### src/rtl/ms_rtc.sv
module ms_rtc #(
  parameter int MS_PER_SEC = 1000,
  parameter int DATA_W     = 32,
  parameter int ADDR_W     = 5,
  parameter logic [ADDR_W-1:0] SEC_ADDR = 5'h08,
  parameter logic [ADDR_W-1:0] SHD_ADDR = 5'h0C,
  parameter logic [ADDR_W-1:0] MS_ADDR  = 5'h10
) (
  input  logic              clk,
  input  logic              rst,
  input  logic              tick,
  input  logic [ADDR_W-1:0] reg_addr,
  input  logic              reg_wr,
  input  logic              reg_rd,
  input  logic [DATA_W-1:0] reg_wdata,
  output logic [DATA_W-1:0] reg_rdata
);
  localparam int MS_W   = $clog2(MS_PER_SEC);
  localparam int MS_MAX = MS_PER_SEC - 1;

  logic [MS_W-1:0]   ms_q, ms_d;
  logic [DATA_W-1:0] sec_q, sec_d, shd_q, shd_d, rd_mux;

  wire wrap   = tick && (ms_q == MS_W'(MS_MAX));
  wire sec_wr = reg_wr && (reg_addr == SEC_ADDR);
  wire ms_rd  = reg_rd && (reg_addr == MS_ADDR);

  assign ms_d  = !tick ? ms_q : (wrap ? '0 : ms_q + MS_W'(1));
  assign sec_d = sec_wr ? reg_wdata : (wrap ? sec_q + DATA_W'(1) : sec_q);
  assign shd_d = ms_rd ? sec_d : shd_q;

  always_comb begin
    case (reg_addr)
      SEC_ADDR: rd_mux = sec_d;
      SHD_ADDR: rd_mux = shd_d;
      MS_ADDR:  rd_mux = DATA_W'(ms_d);
      default:  rd_mux = '0;
    endcase
  end

  always_ff @(posedge clk) begin
    if (rst) begin
      ms_q      <= '0;
      sec_q     <= '0;
      shd_q     <= '0;
      reg_rdata <= '0;
    end else begin
      ms_q  <= ms_d;
      sec_q <= sec_d;
      shd_q <= shd_d;
      if (reg_rd) reg_rdata <= rd_mux;
    end
  end

  // millisecond count never leaves its range
  p_ms_range_r3: assert property (@(posedge clk) disable iff (rst)
    int'(ms_q) <= MS_MAX);
  // no tick, no change
  p_ms_hold_r2: assert property (@(posedge clk) disable iff (rst)
    !tick |=> $stable(ms_q));
  // tick below the top steps by one
  p_ms_step_r2: assert property (@(posedge clk) disable iff (rst)
    (tick && int'(ms_q) != MS_MAX) |=> ms_q == $past(ms_q) + MS_W'(1));
  // carry into seconds
  p_carry_r3: assert property (@(posedge clk) disable iff (rst)
    (tick && int'(ms_q) == MS_MAX && !sec_wr) |=>
      (ms_q == '0 && sec_q == $past(sec_q) + DATA_W'(1)));
  // write loads seconds
  p_sec_load_r7: assert property (@(posedge clk) disable iff (rst)
    sec_wr |=> sec_q == $past(reg_wdata));
  // captured seconds hold without a millisecond read
  p_shd_hold_r5: assert property (@(posedge clk) disable iff (rst)
    !ms_rd |=> $stable(shd_q));
  // capture matches the updated seconds count
  p_shd_cap_r5: assert property (@(posedge clk) disable iff (rst)
    ms_rd |=> shd_q == sec_q);
  // millisecond read returns the updated count
  p_ms_rdata_r6: assert property (@(posedge clk) disable iff (rst)
    ms_rd |=> reg_rdata == DATA_W'(ms_q));
  // read data holds without a read
  p_rdata_hold_r6: assert property (@(posedge clk) disable iff (rst)
    !reg_rd |=> $stable(reg_rdata));
endmodule

### config.mk
export PLATFORM = sky130hd
export DESIGN_NAME = ms_rtc
export DESIGN_NICKNAME = d
export VERILOG_FILES = /design/src/rtl/ms_rtc.sv
export SDC_FILE = /design/constraint.sdc
export NUM_CORES = 1
export LEC_CHECK = 0
export ABC_CLOCK_PERIOD_IN_PS = 3010
export BUFFER_PORTS_ARGS = -buffer_cell sky130_fd_sc_hd__buf_2
export CORE_MARGIN = 4
export CORE_UTILIZATION = 35
export DETAILED_ROUTE_END_ITERATION = 16
export SYNTH_ARGS = -nofsm -noshare
export SYNTH_HDL_FRONTEND = slang
export SYNTH_SLANG_ARGS = --single-unit
### constraint.sdc
create_clock -name clk -period 3.01 [get_ports clk]
set_input_delay 0 -clock clk [delete_from_list [all_inputs] [get_ports clk]]
set_output_delay 0 -clock clk [all_outputs]
set_load 0.01 [all_outputs]
Word level (Yosys, flattened, before mapping)
Cells that the tools add are included.

storage, ports and cells
  bits in registers = 106
  logic and storage cells = 19
  output and inout port bits = 32
  input port bits = 42

operators by class
  muxes and demuxes = 6
  add/sub/neg operators = 2
  reduce and logical (&&, ||, !) cells = 3
  equality and inequality tests = 4

operator list
  kind                     number
  $mux W32                 3
  $pmux W32 S3             1
  $add A32 B1 Y32 const B  1
  $mux W10                 2
  $add A10 B1 Y10 const B  1
  $eq A10 B10 Y1 const B   1
  $eq A5 B4 Y1 const B     2
  $eq A5 B5 Y1 const B     1
  $logic_and A1 B1 Y1      3

Logic depth before layout (Yosys ltp)
Gate-level depths: netlist of the first run.

  depth after elaboration = 6
  mapped depth = 8
  gate-level depth less buffers = 6

Worst setup path before layout of the first run
No wires, ideal clock.

  path type = reg2reg
  from = register ms_q[0]
  to = register reg_rdata[7]
  buffers on the path = 1
  clock period less this slack = 2.354 ns
  library setup time = 0.086 ns
  arrival time = 2.268 ns
  setup slack = 0.656 ns
  stages on the path, launching flop included = 8
  data required time = 2.924 ns
  cells stage by stage = dfxtp_1 -> ha_1 -> nand4_2 -> or3_1 -> buf_6 -> or4_4 -> a311o_1 -> a221oi_2

on the way
  longest elaborated chain between the ends = 6
  elaborated cells on any way between the ends = 9
  classes of those cells = 1 x add/sub; 1 x eq/ne; 6 x mux; 1 x reduce/logical

ends and longest elaborated chain
  item                                                                     line  source
  start: declaration                                                       21    logic [MS_W-1:0] ms_q, ms_d;
  start signal: assignment                                                 48    ms_q <= ms_d;
  parallel branches: the longest is 5 deep, another holds $add A10 B1 Y10  n/a
  $pmux W32 S3 (*)                                                         33    case (reg_addr)
  end signal: assignment                                                   51    if (reg_rd) reg_rdata <= rd_mux;
  end: declaration                                                         16    output logic [DATA_W-1:0] reg_rdata

Mark *: on every way between the ends.
A chain may end at the register's enable or synchronous reset.

Worst setup path in the final report of the first run
  from = register ms_q[0]
  to = register sec_q[27]

on the way
  longest elaborated chain between the ends = 4

ends and longest elaborated chain
  item                    line  source
  $eq A10 B10 Y1          24    wire wrap = tick && (ms_q == MS_W'(MS_MAX));
  $logic_and A1 B1 Y1     24
  $mux W32 (2 in series)  29    assign sec_d = sec_wr ? reg_wdata : (wrap ? sec_q + DATA_W'(1) : sec_q);
  end signal: assignment  44    sec_q <= '0;
  end signal: assignment  49    sec_q <= sec_d;
  end: declaration        22    logic [DATA_W-1:0] sec_q, sec_d, shd_q, shd_d, rd_mux;

No other way between the ends.

==> impl_metrics.env, run 1 <==
export IMPL_cts_setup_buffers=0
export IMPL_synth_xor_area_share_pct=4.013
export IMPL_p_leak_nw=2.352
export IMPL_ys_top_cells_by_area="dfxtp_1 (39%), a211oi_1 (6.1%), nor2_1 (5.5%)"
export IMPL_clock_path_buffers=2
export IMPL_yosys_warnings=0
export IMPL_end_kind="register"
export IMPL_yosysMostFrequentCell="dfxtp_1"
export IMPL_finalSetupViolCount=0
export IMPL_synth_top_area_share_pct=38.89
export IMPL_tightest_slew_ns=0.7215
export IMPL_grt_start_max_net_pins=61
export IMPL_startpoint_type="register"
export IMPL_drt_iter0_markers=616
export IMPL_synth_edf_count=0
export IMPL_syn_to_final_growth_pct=22.20
export IMPL_htree_levels=3
export IMPL_status="completed"
export IMPL_die_width_um=132.9
export IMPL_required_ns=3.26
export IMPL_syn_cell_area_sq_mm=0.005456
export IMPL_setup_tns_ns=0
export IMPL_num_antenna_cells=0
export IMPL_die_area_sq_mm=0.01765
export IMPL_synth_flop_cell="dfxtp_1"
export IMPL_die_height_um=132.9
export IMPL_min_from="reg_wdata[20]"
export IMPL_power_density_mw_per_mm2=430.5
export IMPL_hold_violations=0
export IMPL_setup_ws_ns=0.2384
export IMPL_rsz0062_at_grt="no"
export IMPL_portBuffers=73
export IMPL_cts_tree="yes"
export IMPL_synthDistinctLibCells=68
export IMPL_crit_start="ms_q[0]"
export IMPL_synth_nets=698
export IMPL_synthArstFlopShare_pct=0
export IMPL_cts_num_sinks=106
export IMPL_synthAdderAreaFrac_pct=0.4586
export IMPL_drt_antenna_violating_nets=0
export IMPL_route_vias_total=5688
export IMPL_clock_skew_ns=0.009512
export IMPL_period_share_pct=92.08
export IMPL_drive_above_1_share_pct=17.58
export IMPL_layout_nets=790
export IMPL_synth_common_cells="dfxtp_1 (106), nor2_1 (80), nand2_1 (58)"
export IMPL_slew_headroom_pct=51.53
export IMPL_worstReg2RegStart="ms_q[0]"
export IMPL_maxSlewViolCount=0
export IMPL_path_clk_slew_ns=0.08
export IMPL_hold_path_class="in2reg"
export IMPL_worst_path_max_fanout=11
export IMPL_fmax_mhz=360.8
export IMPL_floorplan_initialDensity_pct=35.76
export IMPL_grt_usage_pct=21.43
export IMPL_drt_pass1_iter_count=5
export IMPL_remaining_drc_errors=0
export IMPL_grt_pass1_wl_mm=30.21
export IMPL_drt_wl_total_mm=19.06
export IMPL_gp_congestion=0.9060
export IMPL_ys_seq_area_share_pct=38.89
export IMPL_vias_per_cell=5.913
export IMPL_pre_cts_ws_ns=0.3257
export IMPL_numCtsBuffers=9
export IMPL_syn_avg_cell_area_sq_um=8.343
export IMPL_syn_inst=654
export IMPL_yosys_area_share_simple_pct=27.88
export IMPL_critPathKind="reg2reg"
export IMPL_pin_count=74
export IMPL_antenna_found_initial=0
export IMPL_yosysTopAreaCell="dfxtp_1"
export IMPL_clkLatencyLatePin_ns=0.36
export IMPL_synth_top_family_by_area="simple AND/OR/NAND/NOR gates"
export IMPL_cts_root_buf="clkbuf_16"
export IMPL_period_needed_ns=2.772
export IMPL_arrival_ns=3.02
export IMPL_cap_violations=0
export IMPL_first_global_vias=5573
export IMPL_core_area_sq_mm=0.01526
export IMPL_num_rows=45
export IMPL_dp_hpwl_mm=13.35
export IMPL_worst_ir_drop_vdd_uv=389.1
export IMPL_grt_overflow_total=0
export IMPL_synth_seq_cells=106
export IMPL_wire_per_inst_um=19.81
export IMPL_synth_compound_area_share_pct=23.43
export IMPL_synth_mux_area_fraction_pct=1.330
-- what timing repair did --
action | 4_1_cts | 5_1_grt
endpoints found under the hold margin | 33 | 0
gates resized for setup | 0 | 0
hold buffers | 25 | 0
-- layer usage --
metal  track usage, %  wire, um  up-vias
met5                0         0        -
met1            28.16      8171     2726
met4            9.411       645        0
met2            33.94      8847      236
met3            4.449      1399       45
li1                 -         -     2681
-- power by group --
part / internal [W] / switching [W]
clock: 0.000668 / 0.000561
combinational: 0.0000825 / 0.000125
sequential: 0.00142 / 0.0000166
-- path summary, 6_finish.rpt --
check | endpoint | slack [ns] | cells past startpoint
setup reg to reg | sec_q[27] | 0.24 | 7
hold reg to reg | reg_rdata[9] | 0.47 | 2
hold / removal | reg_rdata[20] | 0.02 | 3
setup / recovery | sec_q[27] | 0.24 | 7
-- layout make-up --
| type | count | area (sq um) |
|---|---|---|
| clock inverter | 6 | 66.31 |
| multi-input combinational | 494 | 3124 |
| tap | 211 | 264.0 |
| timing repair buffer | 124 | 810.8 |
| sequential | 106 | 2122 |
| fill | 1545 | 8591 |
| inverter | 11 | 41.29 |
| clock buffer | 10 | 239.0 |
-- placed cells by master, fill, tap and decap left out, types with 7 or more instances in the layout --
| master | Yosys | layout |
|---|---|---|
| buf_2 | 6 | 73 |
| and3_1 | 7 | 7 |
| xnor2_1 | 13 | 13 |
| inv_1 | 11 | 11 |
| nand2_1 | 58 | 57 |
| dlygate4sd3_1 | 0 | 25 |
| o31ai_1 | 9 | 9 |
| nor3_1 | 36 | 35 |
| nor2b_1 | 7 | 7 |
| or3_1 | 7 | 7 |
| o221ai_1 | 12 | 12 |
| xor2_1 | 12 | 12 |
| nand4_1 | 20 | 20 |
| o211ai_1 | 7 | 7 |
| buf_4 | 0 | 26 |
| a22oi_1 | 11 | 11 |
| dfxtp_1 | 106 | 106 |
| clkbuf_16 | 0 | 9 |
| nor2_1 | 80 | 80 |
| nor4_1 | 17 | 17 |
| o21ai_0 | 17 | 17 |
| nand3_1 | 21 | 21 |
| a211oi_1 | 44 | 44 |
-- worst max-delay path, cell delays in order (launching register included) --
cell and delay (ns):
dfxtp_1 0.38, ha_1 0.25, nand4_2 0.25, or4_1 0.84, nor4_1 0.39, buf_4 0.20
nor3_1 0.04, nor4_1 0.30
-- kinds of logic after synthesis --
kind of cell             after synthesis
AND/OR/NAND/NOR                      294
XOR/XNOR                              25
adder cells (fa/ha/maj)                2
flip-flops                           106
buffers and inverters                 54
AO/OA/AOI/OAI                        166
multiplexers                           7
-- through the flow --
| stage | cell area, sq um | instances | hold WS (ns) | power, W | utilization, % |
|---|---|---|---|---|---|
| finish | 6668 | 962 | 0.02047 | 0.002870 | 43.70 |
| global route | 6668 | 962 | 0.03537 | 0.002977 | 43.70 |
| CTS | 6668 | 962 | 0.01208 | 0.002889 | 43.70 |
| detailed placement | 6112 | 921 | 0.2947 | 0.001645 | 40.06 |
| global placement | 6112 | 921 | 0.2822 | 0.001642 | 40.06 |
| floorplan | 5456 | 654 | 0.1672 | 0.001559 | - |
-- flip-flops by register name, indices dropped and copies added, names as in the netlist --
register / count
reg_rdata: 32
sec_q: 32
ms_q: 10
shd_q: 32
Power figures use the tool's default switching activity.
==> inputs of run 2 (changes only) <==
--- a/config.mk
+++ b/config.mk
@@ -5,11 +5,12 @@
 export SDC_FILE = /design/constraint.sdc
 export NUM_CORES = 1
 export LEC_CHECK = 0
-export ABC_CLOCK_PERIOD_IN_PS = 3010
+export ABC_CLOCK_PERIOD_IN_PS = 2700
 export BUFFER_PORTS_ARGS = -buffer_cell sky130_fd_sc_hd__buf_2
 export CORE_MARGIN = 4
-export CORE_UTILIZATION = 35
+export CORE_UTILIZATION = 55
 export DETAILED_ROUTE_END_ITERATION = 16
+export PLACE_DENSITY = 0.77
 export SYNTH_ARGS = -nofsm -noshare
 export SYNTH_HDL_FRONTEND = slang
 export SYNTH_SLANG_ARGS = --single-unit
==> constraint.sdc (replaced) <==
create_clock -name clk -period 2.7 [get_ports clk]
set_input_delay 0 -clock clk [delete_from_list [all_inputs] [get_ports clk]]
set_output_delay 0 -clock clk [all_outputs]
set_load 0.01 [all_outputs]
==> run 2 against run 1 <==
Compared with the run above:
- sequential share of layout area increased by 0.47 points
- clock skew increased by 0.0028 ns
- utilization increased by 24 points
- die area decreased by 34%
- via count increased by 3.3%
- clock-buffer cell count unchanged
- register-to-register slack improved by 0.02 ns
- final area decreased by 1.4%
- combinational power increased by 14%
- critical path depth unchanged
- clock power decreased by 15%
- sequential cell count unchanged
- largest power group unchanged
==> impl_metrics.env, run 2 (same netlist as run 1, synthesis figures left out) <==
export IMPL_status="completed"
export IMPL_switching_share_pct=25.82
export IMPL_p_int_w=0.002134
export IMPL_p_switching_w=0.0007429
export IMPL_clock_path_buffers=2
export IMPL_worst_path_max_fanout=11
export IMPL_clock_skew_ns=0.01229
export IMPL_num_rows=36
export IMPL_grt_usage_pct=31.75
export IMPL_power_total_w=0.002877
export IMPL_pin_count=74
export IMPL_drt_pass1_iter_count=8
export IMPL_cp_cell_sequence="ha_1 -> nand4_2 -> or4_4 -> nor4_1 -> buf_4 -> nor3_1 -> nor4_1"
export IMPL_dp_hpwl_mm=12.46
export IMPL_remaining_drc_errors=0
export IMPL_cts_tree="yes"
export IMPL_antenna_found_initial=0
export IMPL_core_area_sq_mm=0.009729
export IMPL_power_density_mw_per_mm2=437.9
export IMPL_fillerInstances=845
export IMPL_path_clk_slew_ns=0.11
export IMPL_final_cell_mix="dfxtp_1 (106), nor2_1 (80), buf_2 (73)"
export IMPL_maxSlewViolCount=0
export IMPL_combPwrFrac_pct=8.2
export IMPL_cp_slowest_cell="or4_4"
export IMPL_critPathMostFrequentCell="nor4_1"
export IMPL_p_leak_nw=2.353
export IMPL_route_vias_total=5877
export IMPL_grt_pass1_wl_mm=28.95
export IMPL_period_share_pct=90.46
export IMPL_period_needed_ns=2.443
export IMPL_drt_antenna_violating_nets=0
export IMPL_reg_largest_list="reg_rdata: 32 flops, sec_q: 32 flops, shd_q: 32 flops"
export IMPL_die_width_um=107.6
export IMPL_wire_per_inst_um=20.29
export IMPL_arrival_ns=2.74
export IMPL_htree_levels=3
export IMPL_grt_start_max_net_pins=46
export IMPL_finalSetupViolCount=0
export IMPL_utilization_pct=67.54
export IMPL_first_global_vias=5710
export IMPL_portBuffers=73
export IMPL_tightest_slew_ns=0.6465
export IMPL_grt_overflow_total=0
export IMPL_gp_congestion=0.9386
export IMPL_worst_ir_drop_vdd_uv=356.8
export IMPL_layout_nets=797
export IMPL_cts_num_sinks=106
export IMPL_hold_violations=0
export IMPL_cts_root_buf="clkbuf_8"
export IMPL_p_seq_share_pct=55.6
export IMPL_drt_iter0_markers=576
export IMPL_hold_ws_ns=0.01950
export IMPL_drive_above_1_share_pct=17.94
export IMPL_startpoint_type="register"
export IMPL_cts_setup_buffers=0
export IMPL_final_common_cell="dfxtp_1"
export IMPL_end_kind="register"
export IMPL_hold_path_class="in2reg"
export IMPL_critPathKind="reg2reg"
export IMPL_die_area_sq_mm=0.01158
export IMPL_num_antenna_cells=0
export IMPL_numCtsBuffers=9
export IMPL_fmax_mhz=409.4
export IMPL_slew_headroom_pct=56.90
export IMPL_pwr_share_clk_pct=36.2
export IMPL_syn_to_final_growth_pct=20.43
export IMPL_drt_wl_total_mm=18.08
export IMPL_cap_violations=0
export IMPL_setup_tns_ns=0
export IMPL_slowest_delay_ns=0.63
export IMPL_floorplan_initialDensity_pct=56.08
export IMPL_die_height_um=107.6
export IMPL_clkLatencyLatePin_ns=0.39
export IMPL_required_ns=2.99
export IMPL_rsz0062_at_grt="no"
export IMPL_vias_per_cell=6.596
## run 2: cell count changes in the layout (fill, tap and decap cells not counted)
cell           previous run  this run
clkbuf_8                  1        10
clkinvlp_4                3         1
dlygate4sd3_1            25        29
buf_12                    0         3
clkbuf_16                 9         0
or4_4                     1         2
clkinv_2                  1         2
or4_1                     3         2
inv_6                     0         1
## run 2: cell type report
class / instances / area, sq um / share of cell area (%)
Clock inverter: 6 / 65.06 / 0.9901
Sequential cell: 106 / 2122 / 32.29
Multi-Input combinational cell: 494 / 3128 / 47.60
Timing Repair Buffer: 131 / 910.9 / 13.86
Inverter: 11 / 41.29 / 0.6283
Clock buffer: 10 / 137.6 / 2.094
Tap cell: 133 / 166.4 / 2.532
## run 2: critical path: cells and delay by family, from the launching register on
| family | cells | cell delay, ns |
|---|---|---|
| flops | 1 | 0.40 |
| buf+inv | 1 | 0.20 |
| simple gates | 5 | 1.50 |
| fa+ha+maj | 1 | 0.25 |
## run 2: power by group through the flow
stage	clock network, W	registers, W	logic [W]
finish	0.00104	0.00160	0.000236
global route	0.00109	0.00160	0.000253
CTS	0.00104	0.00160	0.000231
detailed placement	0	0.00163	0.000198
global placement	0	0.00163	0.000193
floorplan	0	0.00163	0.000109
## run 2: layer usage
metal / vias up / global-route usage (%) / part of all wire, %
met3: 64 / 5.759 / 8.9
met1: 2751 / 40.30 / 40
met4: 0 / 14.79 / 3.8
met5: - / 0 / 0
li1: 2693 / - / -
met2: 369 / 52.18 / 48
## run 2: per-stage QoR
| step | setup WS (ns) | cells | cell area, sq um |
|---|---|---|---|
| 3_5_place_dp | 0.1272 | 846 | 6075 |
| 4_1_cts | 0.1152 | 891 | 6568 |
| 6_report | 0.2575 | 891 | 6571 |
| 3_3_place_gp | 0.2259 | 846 | 6075 |
| 2_1_floorplan | 0.3459 | 654 | 5456 |
| 5_1_grt | 0.09314 | 891 | 6571 |
## run 2: path summary, 6_finish.rpt
check,slack [ns],from,cells past startpoint,to
worst min register to register,0.48,shd_q[2],2,shd_q[2]
worst min-delay path,0.02,reg_wdata[5],3,sec_q[5]
worst max register to register,0.26,ms_q[0],7,sec_q[27]
worst max-delay path,0.26,ms_q[0],7,sec_q[27]
## run 2: what timing repair did
action / CTS / global route
hold endpoints to repair: 45 / 0
resized for setup: 0 / 1
endpoints found under the setup margin: 0 / 1
hold buffers: 29 / 0
==> inputs of run 3 (changes only) <==
--- a/config.mk
+++ b/config.mk
@@ -5,7 +5,7 @@
 export SDC_FILE = /design/constraint.sdc
 export NUM_CORES = 1
 export LEC_CHECK = 0
-export ABC_CLOCK_PERIOD_IN_PS = 2700
+export ABC_CLOCK_PERIOD_IN_PS = 2850
 export BUFFER_PORTS_ARGS = -buffer_cell sky130_fd_sc_hd__buf_2
 export CORE_MARGIN = 4
 export CORE_UTILIZATION = 55
==> constraint.sdc (replaced) <==
create_clock -name clk -period 2.85 [get_ports clk]
set_input_delay 0 -clock clk [delete_from_list [all_inputs] [get_ports clk]]
set_output_delay 0 -clock clk [all_outputs]
set_load 0.01 [all_outputs]
==> run 3 against run 2 <==
Compared with the run above:
- sequential cell count stayed put
- register-to-register slack improved by 0.03 ns
- critical endpoint is now reg_rdata[29]
- clock power shrank 4%
- cell count grew 0.11%
==> impl_metrics.env, run 3 (same netlist as run 1, synthesis figures left out) <==
export IMPL_arrival_ns=2.84
export IMPL_ctsResizeCount=0
export IMPL_clkLatencyLatePin_ns=0.40
export IMPL_hold_end="sec_q[5]"
export IMPL_numCtsBuffers=9
export IMPL_p_switching_w=0.0006926
export IMPL_period_share_pct=89.93
export IMPL_cts_num_sinks=106
export IMPL_period_needed_ns=2.563
export IMPL_vias_per_cell=6.533
export IMPL_drt_iter0_markers=533
export IMPL_drt_pass1_iter_count=5
export IMPL_cp_cell_sequence="ha_1 -> nand4_2 -> or4_1 -> nor4b_4 -> mux2i_1 -> o31ai_1"
export IMPL_dp_hpwl_mm=12.61
export IMPL_drive_above_1_share_pct=18.05
export IMPL_die_area_sq_mm=0.01158
export IMPL_final_common_cell="dfxtp_1"
export IMPL_syn_to_final_growth_pct=20.02
export IMPL_grt_usage_pct=31.95
export IMPL_worstRegToRegCells=6
export IMPL_combPwrFrac_pct=8.0
export IMPL_final_cell_mix="dfxtp_1 (106), nor2_1 (79), buf_2 (73)"
export IMPL_grt_start_max_net_pins=39
export IMPL_hold_depth=3
export IMPL_p_int_w=0.002045
export IMPL_cp_num_buf_inv=0
export IMPL_hold_path_class="in2reg"
export IMPL_worstReg2RegStart="ms_q[0]"
export IMPL_p_leak_nw=2.352
export IMPL_slowest_delay_ns=0.77
export IMPL_pin_count=74
export IMPL_remaining_drc_errors=0
export IMPL_switching_share_pct=25.30
export IMPL_die_width_um=107.6
export IMPL_num_rows=36
export IMPL_pwr_share_clk_pct=36.6
export IMPL_clock_skew_ns=0.01964
export IMPL_end_kind="register"
export IMPL_fin_cells=892
export IMPL_min_from="reg_wdata[5]"
export IMPL_die_height_um=107.6
export IMPL_gp_congestion=0.9985
export IMPL_hold_ws_ns=0.02159
export IMPL_setup_tns_ns=0
export IMPL_layout_nets=798
export IMPL_worst_ir_drop_vdd_uv=348.2
export IMPL_tightest_slew_ns=1.039
export IMPL_post_place_cells=847
export IMPL_fmax_mhz=390.1
export IMPL_critPathKind="reg2reg"
export IMPL_clock_path_buffers=2
export IMPL_maxSlewViolCount=0
export IMPL_cts_root_buf="clkbuf_8"
export IMPL_hold_violations=0
export IMPL_reg2reg_to="reg_rdata[29]"
export IMPL_cp_slowest_cell="or4_1"
export IMPL_startpoint_type="register"
export IMPL_grt_pass1_wl_mm=28.97
export IMPL_htree_levels=3
export IMPL_required_ns=3.13
export IMPL_p_seq_share_pct=55.3
export IMPL_wire_per_inst_um=20.24
export IMPL_grt_overflow_total=0
export IMPL_rsz0062_at_grt="no"
export IMPL_power_density_mw_per_mm2=418.1
export IMPL_first_global_vias=5668
export IMPL_route_vias_total=5827
export IMPL_drt_antenna_violating_nets=0
export IMPL_cap_violations=0
export IMPL_status="completed"
export IMPL_portBuffers=73
export IMPL_worst_path_max_fanout=11
export IMPL_slew_headroom_pct=30.66
export IMPL_floorplan_initialDensity_pct=56.08
export IMPL_rrSetupSlack_ns=0.29
export IMPL_reg_largest_list="reg_rdata: 32 flops, sec_q: 32 flops, shd_q: 32 flops"
export IMPL_finalSetupViolCount=0
export IMPL_critPathTopFamily="simple AND/OR/NAND/NOR gates"
export IMPL_path_clk_slew_ns=0.10
export IMPL_antenna_found_initial=0
export IMPL_cts_setup_buffers=0
export IMPL_drt_wl_total_mm=18.05
export IMPL_num_antenna_cells=0
export IMPL_cts_tree="yes"
export IMPL_core_area_sq_mm=0.009729
run 3: final cells by class:
type,count,area (sq um)
Timing Repair Buffer,132,880.8
Inverter,11,41.29
Fill cell,854,3181
Tap cell,133,166.4
Clock buffer,11,151.4
Multi-Input combinational cell,494,3127
Clock inverter,5,60.06
Sequential cell,106,2122
run 3: power by group through the flow:
stage	Combinational (W)	Sequential, W	Clock, W
after CTS	0.000215	0.00151	0.00102
after detailed placement	0.000184	0.00155	0
after global routing	0.000238	0.00152	0.00106
after floorplan	0.000104	0.00154	0
after global placement	0.000181	0.00155	0
final	0.000220	0.00151	0.00100
run 3: worst max-delay path by stage:
stage                       start            end  slack (ns)  cells after the start
final                     ms_q[0]  reg_rdata[29]        0.29                      6
after CTS                 ms_q[0]      sec_q[27]        0.34                      7
after detailed placement  ms_q[0]      sec_q[27]        0.37                      7
after global routing      ms_q[0]  reg_rdata[29]        0.09                      6
after floorplan           ms_q[0]   reg_rdata[7]        0.50                      7
after global placement    ms_q[0]      sec_q[27]        0.40                      7
run 3: layer usage:
| layer | wire length (um) | vias up | global-route usage, % |
|---|---|---|---|
| met3 | 1629 | 59 | 6.959 |
| met4 | 654 | 0 | 14.16 |
| met2 | 8376 | 320 | 51.42 |
| met1 | 7390 | 2760 | 41.07 |
| met5 | 0 | - | 0 |
| li1 | - | 2688 | - |
run 3: stage by stage:
step	setup slack, ns	total power, W	cell area (sq um)	utilization, %
final	0.2869	0.002738	6549	67.31
after global routing	0.09101	0.002818	6549	67.31
after CTS	0.3430	0.002743	6549	67.31
after detailed placement	0.3718	0.001731	6047	62.15
after global placement	0.3964	0.001728	6047	62.15
after floorplan	0.4959	0.001647	5456	-
run 3: timing repair:
action / CTS / global route
hold buffers: 29 / 0
endpoints found under the hold margin: 46 / 0
endpoints found under the setup margin: 0 / 0
run 3: tightest hold or removal path: cells and delay by family:
family,cells,cell delay [ns]
simple gates,2,0.28
buf+inv,1,0.08
